## config.mk

```make
export PLATFORM = sky130hd
export DESIGN_NAME = icap_channel
export DESIGN_NICKNAME = d
export VERILOG_FILES = /design/src/rtl/icap_pkg.sv /design/src/rtl/icap_sync.sv /design/src/rtl/icap_filter.sv /design/src/rtl/icap_edge.sv /design/src/rtl/icap_channel.sv
export SDC_FILE = /design/constraint.sdc
export NUM_CORES = 1
export LEC_CHECK = 0
export BUFFER_PORTS_ARGS = -buffer_cell sky130_fd_sc_hd__buf_2
export CORE_MARGIN = 10
export CORE_UTILIZATION = 40
export CTS_CLUSTER_SIZE = 16
export DETAILED_ROUTE_END_ITERATION = 12
export PLACE_DENSITY = 0.7
export SETUP_SLACK_MARGIN = 0.5
export SLEW_MARGIN = 20
export SYNTH_ARGS = -nofsm -noshare
export SYNTH_HDL_FRONTEND = slang
export SYNTH_SLANG_ARGS = --single-unit
```

## constraint.sdc

```tcl
create_clock -name clk -period 2.2 [get_ports clk]
set_input_delay 0.44 -clock clk [delete_from_list [all_inputs] [get_ports clk]]
set_output_delay 0.44 -clock clk [all_outputs]
set_load 0.005 [all_outputs]
```

## src/rtl/icap_pkg.sv

```systemverilog
package icap_pkg;
  typedef enum logic [1:0] {
    EDGE_RISE = 2'b00,
    EDGE_FALL = 2'b01,
    EDGE_BOTH = 2'b10,
    EDGE_OFF  = 2'b11
  } edge_mode_e;
endpackage

```

## src/rtl/icap_sync.sv

```systemverilog
module icap_sync #(
  parameter int STAGES = 2
) (
  input  logic clk,
  input  logic rst,
  input  logic d_i,
  output logic q_o
);
  logic [STAGES-1:0] chain;

  generate
    for (genvar s = 0; s < STAGES; s++) begin : g_stage
      if (s == 0) begin : g_first
        always_ff @(posedge clk) begin
          if (rst) chain[0] <= 1'b0;
          else     chain[0] <= d_i;
        end
      end else begin : g_next
        always_ff @(posedge clk) begin
          if (rst) chain[s] <= 1'b0;
          else     chain[s] <= chain[s-1];
        end
      end
    end
  endgenerate

  assign q_o = chain[STAGES-1];
endmodule

```

## src/rtl/icap_filter.sv

```systemverilog
module icap_filter #(
  parameter int FLT_W = 4
) (
  input  logic             clk,
  input  logic             rst,
  input  logic             din_i,
  input  logic [FLT_W-1:0] len_i,
  output logic             level_o
);
  logic [FLT_W-1:0] run_q;
  logic [FLT_W-1:0] last_run;

  // a setting of 0 behaves as 1: accept on the first differing sample
  always_comb begin
    if (len_i == '0) last_run = '0;
    else             last_run = len_i - 1'b1;
  end

  always_ff @(posedge clk) begin
    if (rst) begin
      level_o <= 1'b0;
      run_q   <= '0;
    end else if (din_i == level_o) begin
      run_q <= '0;
    end else if (run_q >= last_run) begin
      level_o <= din_i;
      run_q   <= '0;
    end else begin
      run_q <= run_q + 1'b1;
    end
  end

  AST_FILT_STEADY: assert property (@(posedge clk) disable iff (rst)
    (din_i == level_o) |=> $stable(level_o));
  AST_FILT_TOWARD: assert property (@(posedge clk) disable iff (rst)
    (level_o != $past(level_o)) |-> ($past(din_i) == level_o));
endmodule

```

## src/rtl/icap_edge.sv

```systemverilog
module icap_edge
  import icap_pkg::*;
(
  input  logic       clk,
  input  logic       rst,
  input  logic       lvl_i,
  input  edge_mode_e mode_i,
  output logic       hit_o
);
  logic prev_q;
  logic rise, fall;

  always_ff @(posedge clk) begin
    if (rst) prev_q <= 1'b0;
    else     prev_q <= lvl_i;
  end

  assign rise = lvl_i & ~prev_q;
  assign fall = ~lvl_i & prev_q;

  always_comb begin
    unique case (mode_i)
      EDGE_RISE: hit_o = rise;
      EDGE_FALL: hit_o = fall;
      EDGE_BOTH: hit_o = rise | fall;
      default:   hit_o = 1'b0;
    endcase
  end

  AST_EDGE_NEEDS_CHANGE: assert property (@(posedge clk) disable iff (rst)
    hit_o |-> (lvl_i != prev_q));
endmodule

```

## src/rtl/icap_channel.sv

```systemverilog
module icap_channel
  import icap_pkg::*;
#(
  parameter int CNT_W     = 16,
  parameter int FLT_W     = 4,
  parameter int SYNC_STGS = 2
) (
  input  logic             clk,
  input  logic             rst,
  input  logic             pin_i,
  input  logic [CNT_W-1:0] cnt_i,
  input  logic [FLT_W-1:0] filt_len_i,
  input  logic [1:0]       edge_sel_i,
  input  logic             rd_i,
  input  logic             ovr_clr_i,
  output logic [CNT_W-1:0] cap_val_o,
  output logic             cap_flag_o,
  output logic             ovr_flag_o,
  output logic             req_o
);
  logic       pin_s;
  logic       pin_f;
  logic       hit;
  edge_mode_e mode;

  assign mode = edge_mode_e'(edge_sel_i);

  icap_sync #(.STAGES(SYNC_STGS)) u_sync (
    .clk (clk), .rst (rst), .d_i (pin_i), .q_o (pin_s)
  );

  icap_filter #(.FLT_W(FLT_W)) u_filt (
    .clk (clk), .rst (rst), .din_i (pin_s), .len_i (filt_len_i), .level_o (pin_f)
  );

  icap_edge u_edge (
    .clk (clk), .rst (rst), .lvl_i (pin_f), .mode_i (mode), .hit_o (hit)
  );

  always_ff @(posedge clk) begin
    if (rst) begin
      cap_val_o  <= '0;
      cap_flag_o <= 1'b0;
      ovr_flag_o <= 1'b0;
      req_o      <= 1'b0;
    end else begin
      req_o <= hit;
      if (hit) cap_val_o <= cnt_i;
      if (hit)       cap_flag_o <= 1'b1;
      else if (rd_i) cap_flag_o <= 1'b0;
      if (hit && cap_flag_o && !rd_i) ovr_flag_o <= 1'b1;
      else if (ovr_clr_i)             ovr_flag_o <= 1'b0;
    end
  end

  AST_CAP_HOLD: assert property (@(posedge clk) disable iff (rst)
    !req_o |-> $stable(cap_val_o));
  AST_REQ_FLAG: assert property (@(posedge clk) disable iff (rst)
    req_o |-> cap_flag_o);
  AST_READ_CLEARS: assert property (@(posedge clk) disable iff (rst)
    (rd_i && !hit) |=> !cap_flag_o);
  AST_OVR_STICKY: assert property (@(posedge clk) disable iff (rst)
    (ovr_flag_o && !ovr_clr_i) |=> ovr_flag_o);
  AST_OFF_QUIET: assert property (@(posedge clk) disable iff (rst)
    (edge_sel_i == 2'b11) |=> !req_o);
endmodule

```

* Word-level counts from Yosys, hierarchy flattened
Cells that the tools add are included.
Word-level totals: register bits 27, bits in latches 0, RAM bits 0, memory bits (read-only) 0, memories 0
Cells by class: $add $sub $neg 2, multiply operators 0, div/mod/pow operators 0, order comparisons 1, equal/unequal tests 3, shift operators 0, multiplexer cells 6, bitwise operators 6, reduce and logical (&&, ||, !) cells 9
Operator list (number):
- $add A4 B1 Y4 const B | 1
- $ge A4 B4 Y1 | 1
- $logic_not A4 Y1 | 1
- $mux W1 | 4
- $mux W4 | 1
- $reduce_bool A2 Y1 | 2
- $sub A4 B1 Y4 const B | 1
- $not A1 Y1 | 3
- $pmux W1 S3 | 1
- $reduce_or A3 Y1 | 1
- $and A1 B1 Y1 | 2
- $eq A2 B1 Y1 const B | 1
- $eq A2 B2 Y1 const B | 1
- $logic_and A1 B1 Y1 | 2
- $logic_not A2 Y1 | 1
- $reduce_and A2 Y1 | 1
- $eq A1 B1 Y1 | 1
- $logic_not A1 Y1 | 1
- $or A1 B1 Y1 | 1

* Logic depth before layout (Yosys ltp)
depth in word-level cells 7, depth in mapped cells 8, gate-level depth less buffers 7

* Hierarchy
From an unflattened synthesis, not the netlist that was laid out.
Unflattened totals: cells, all modules 111, area total of the unflattened synthesis 1161.1 um^2
By module, submodules not included:
- icap_channel | times used 1, cells an instance 61, area an instance 676.9 um^2, sequential area each 380.4 um^2
- icap_filter | times used 1, cells an instance 37, area an instance 352.8 um^2, sequential area each 100.1 um^2
- icap_edge | times used 1, cells an instance 9, area an instance 78.8 um^2, sequential area each 20.0 um^2
- icap_sync | times used 1, cells an instance 4, area an instance 52.6 um^2, sequential area each 40.0 um^2

* Worst setup path after synthesis
Ideal clock, no wire load.
path type input port to flip-flop, from input filt_len_i[1], to register u_filt.run_q[2], library setup time 0.065 ns, arrival 1.706 ns, path slack 0.429 ns, stages 7, buffers on the path 0, cell sequence nor3_1 -> nor2_1 -> ha_1 -> nand2b_1 -> a2111oi_4 -> o21ai_1 -> nor2_1
On the way: longest elaborated chain between the ends 4
RTL lines:
- start: declaration | RTL line icap_channel.sv:12 | input logic [FLT_W-1:0] filt_len_i,
- $sub A4 B1 Y4 / $logic_not A4 Y1 (equally long branches) | RTL line icap_filter.sv:16, icap_filter.sv:15
- $mux W4 (*) | RTL line icap_filter.sv:15 | if (len_i == '0) last_run = '0;
- $ge A4 B4 Y1 (*) | RTL line icap_filter.sv:25 | end else if (run_q >= last_run) begin
- $reduce_or A3 Y1 (no source line) (*)
- end signal: assignment | RTL line icap_filter.sv:29 | run_q <= run_q + 1'b1;
- end: declaration | RTL line icap_filter.sv:10 | logic [FLT_W-1:0] run_q;
Mark *: on every way between the ends. The rest lies on a longest branch, timed or not. A chain may end at the register's enable or synchronous reset.

* Worst setup path in the final report
from input filt_len_i[3], to register u_filt.level_o
On the way: longest elaborated chain between the ends 4
RTL lines:
- $sub A4 B1 Y4 / $logic_not A4 Y1 (equally long branches) | RTL line icap_filter.sv:16, icap_filter.sv:15
- $mux W4 (*) | RTL line icap_filter.sv:15
- $ge A4 B4 Y1 (*) | RTL line icap_filter.sv:25
- $reduce_and A2 Y1 (no source line) (*)
- end signal: assignment | RTL line icap_filter.sv:26 | level_o <= din_i;
- end: declaration | RTL line icap_filter.sv:8 | output logic level_o
Marks and branches as above.

==> metrics <==
outcome=completed; fmax=0.613 GHz; CTS Buffer Depth=2; starting density of the core=0.421; ys async rst share=0; Post-DP HPWL=2030 µm; Fill cells=239; Reg area=544 µm²; area grow syn2layout=38.5%; Worst setup SP type=input port; Global Route Usage Sum=0.103; post-synth top area share=0.466; layout net count=201; Net Count, Synth=147; pwr dens=541 mW/mm²; clk slew on worst S/H paths=130 ps; Row Count=19; input/output buffers=45; FF-to-FF Start=u_filt.level_o$_SDFFE_PP0P_; Fin Clk Skew=12.6 ps; total negative slack=0 ps; RSZ-0062 raised after global routing=true; max-cap viol count=0; post-synthesis sequential area ratio=0.466; die area=0.00546 mm²; Syn Area/Cell=10.3 µm²; Crit Path Max Fanout=3; Core Region=0.00276 mm²; root buf cell=clkbuf_4; clk_lat worst skew=320 ps; # IOs=46; Sink Count=27; number of synthesized flops with an enable pin=0; Residual DRC=0; H-tree depth=1; largest net degree at the start of global routing=25; WS Path Type=in2reg; P_leak=0.728 nW; Yosys top cell by area=dfxtp_1; vias in the first global route=1034; min cycle time layout=1630 ps; Yosys cell types=26; register-to-register setup slack=610 ps; layout cell share with drive strength beyond 1=0.440; top area cells in the synthesized netlist=dfxtp_1, mux2i_1, nor2_1; Worst Tran Pin Value=428 ps; first-pass GRT wire length=4490 µm; First-pass DRT Iterations=2; Final Hold Fails=0; ant diodes=0; number of synthesized register bits=27; setup ws final=569 ps; Routed Wire Length=2690 µm; via count=936; total grt overflow=0; Synth Warn #=0; post-synthesis instance total=113; Finished Core Util=0.583; die width=73.9 µm; Setup crit start=filt_len_i[3]; Worst Setup EP=u_filt.level_o$_SDFFE_PP0P_; Die H=73.9 µm; initial antenna violation count=0; worst-case reg-to-reg path depth=8; worst reg2reg endpoint=cap_val_o[5]$_SDFFE_PP0P_; Non-Filler Instances=197; Required @ worst endpoint=2400 ps; Setup-failing EPs final=0; area of the multi-input gates=617 µm²; CP Capture Type=register; TritonCTS clock tree=yes; VDD IR max=0.000491 V; max-slew violations=0; Final period util=0.741; pre-CTS setup slack=278 ps; CTS Buf Count=3; WP data arrival=1830 ps; Iter 0 DRT Violations=14; placer congestion estimate=0.765; mapped cell area=0.00116 mm²; placed cells=186; DRT antenna net count=0; number of vias per cell=4.75; WL/cell=13.7 µm; Min-Delay Path Class=in2reg; slew margin rel.=0.715; top_reg_cell synth=dfxtp_1; WHS=326 ps
==> registers in the layout, summed over array words and instances (netlist names) <==
register and count:
u_filt.run_q 4, u_sync.q_o 1, ovr_flag_o 1, cap_val_o 16, req_o 1, u_filt.level_o 1, u_edge.prev_q 1, u_sync.chain 1
cap_flag_o 1
==> layout by cell type (no fill, tap or decap), drive strengths merged, types with 3 or more instances in the layout <==
| cell | Yosys | layout |
|---|---|---|
| nor2 | 27 | 27 |
| inv | 6 | 6 |
| mux2i | 17 | 17 |
| buf | 2 | 53 |
| ha | 7 | 7 |
| nor2b | 4 | 4 |
| dfxtp | 27 | 27 |
| clkbuf | 2 | 3 |
| a21oi | 3 | 3 |
==> metrics by stage <==
step                      cell area [µm²]  total power [W]
after floorplan                      1170         0.000593
after global placement               1410         0.000635
after detailed placement             1410         0.000641
after CTS                            1540         0.000865
after global routing                 1610         0.000910
final                                1610         0.000870
==> worst max-delay path, stage by stage <==
cell,delay (ps)
buf_8,100
nor3_4,160
nor2_1,60
ha_1,290
nand2b_4,150
a2111oi_4,400
buf_4,180
o41ai_2,60
==> report_power, final <==
group	total, W	switching (W)	internal [W]
Sequential	0.000514	0.00000844	0.000505
Combinational	0.000149	0.0000647	0.0000847
Clock	0.000207	0.000139	0.0000680
==> worst min-delay path by stage <==
stage | startpoint | end | cells past startpoint
finish | pin_i | u_sync.chain[0]$_SDFF_PP0_ | 2
global route | pin_i | u_sync.chain[0]$_SDFF_PP0_ | 2
detailed placement | u_sync.chain[0]$_SDFF_PP0_ | u_sync.q_o$_SDFF_PP0_ | 1
CTS | pin_i | u_sync.chain[0]$_SDFF_PP0_ | 2
global placement | u_sync.chain[0]$_SDFF_PP0_ | u_sync.q_o$_SDFF_PP0_ | 1
floorplan | u_sync.chain[0]$_SDFF_PP0_ | u_sync.q_o$_SDFF_PP0_ | 1
==> cell families after synthesis <==
family                   count (synthesis)  share of synthesized area
buffers and inverters                   10                     0.0528
XOR/XNOR                                 3                     0.0226
AO/OA/AOI/OAI                           11                     0.0862
flip-flops                              27                      0.466
adder cells (fa/ha/maj)                  7                     0.0754
AND/OR/NAND/NOR                         38                      0.151
multiplexers                            17                      0.147
==> synth_stat cells (2+ instances only) <==
cell,count
clkbuf_1,2
a21oi_1,2
mux2i_1,17
inv_1,6
o21a_1,2
xnor2_1,2
nor2b_1,4
nor2_1,27
dfxtp_1,27
ha_1,7
nand2b_1,2
==> area by class of cell <==
| class | count | share of cell area |
|---|---|---|
| Tap cell | 31 | 0.0241 |
| Multi-Input combinational cell | 76 | 0.384 |
| Clock inverter | 1 | 0.00311 |
| Inverter | 6 | 0.0140 |
| Sequential cell | 27 | 0.339 |
| Clock buffer | 3 | 0.0140 |
| Timing Repair Buffer | 53 | 0.223 |
==> metal layers <==
metal | part of all wire | track usage
met1 | 0.43 | 0.110
met2 | 0.49 | 0.178
met3 | 0.066 | 0.0377
met4 | 0.013 | 0.0435
met5 | 0 | 0
==> what timing repair did <==
item	4_1_cts	5_1_grt
setup buffers	2	3
setup endpoints to repair	17	21
cloned	2	0
gates resized for setup	9	12
hold buffers	0	0
pin swaps	3	7
Note: power is estimated with default switching activity, not from simulation.
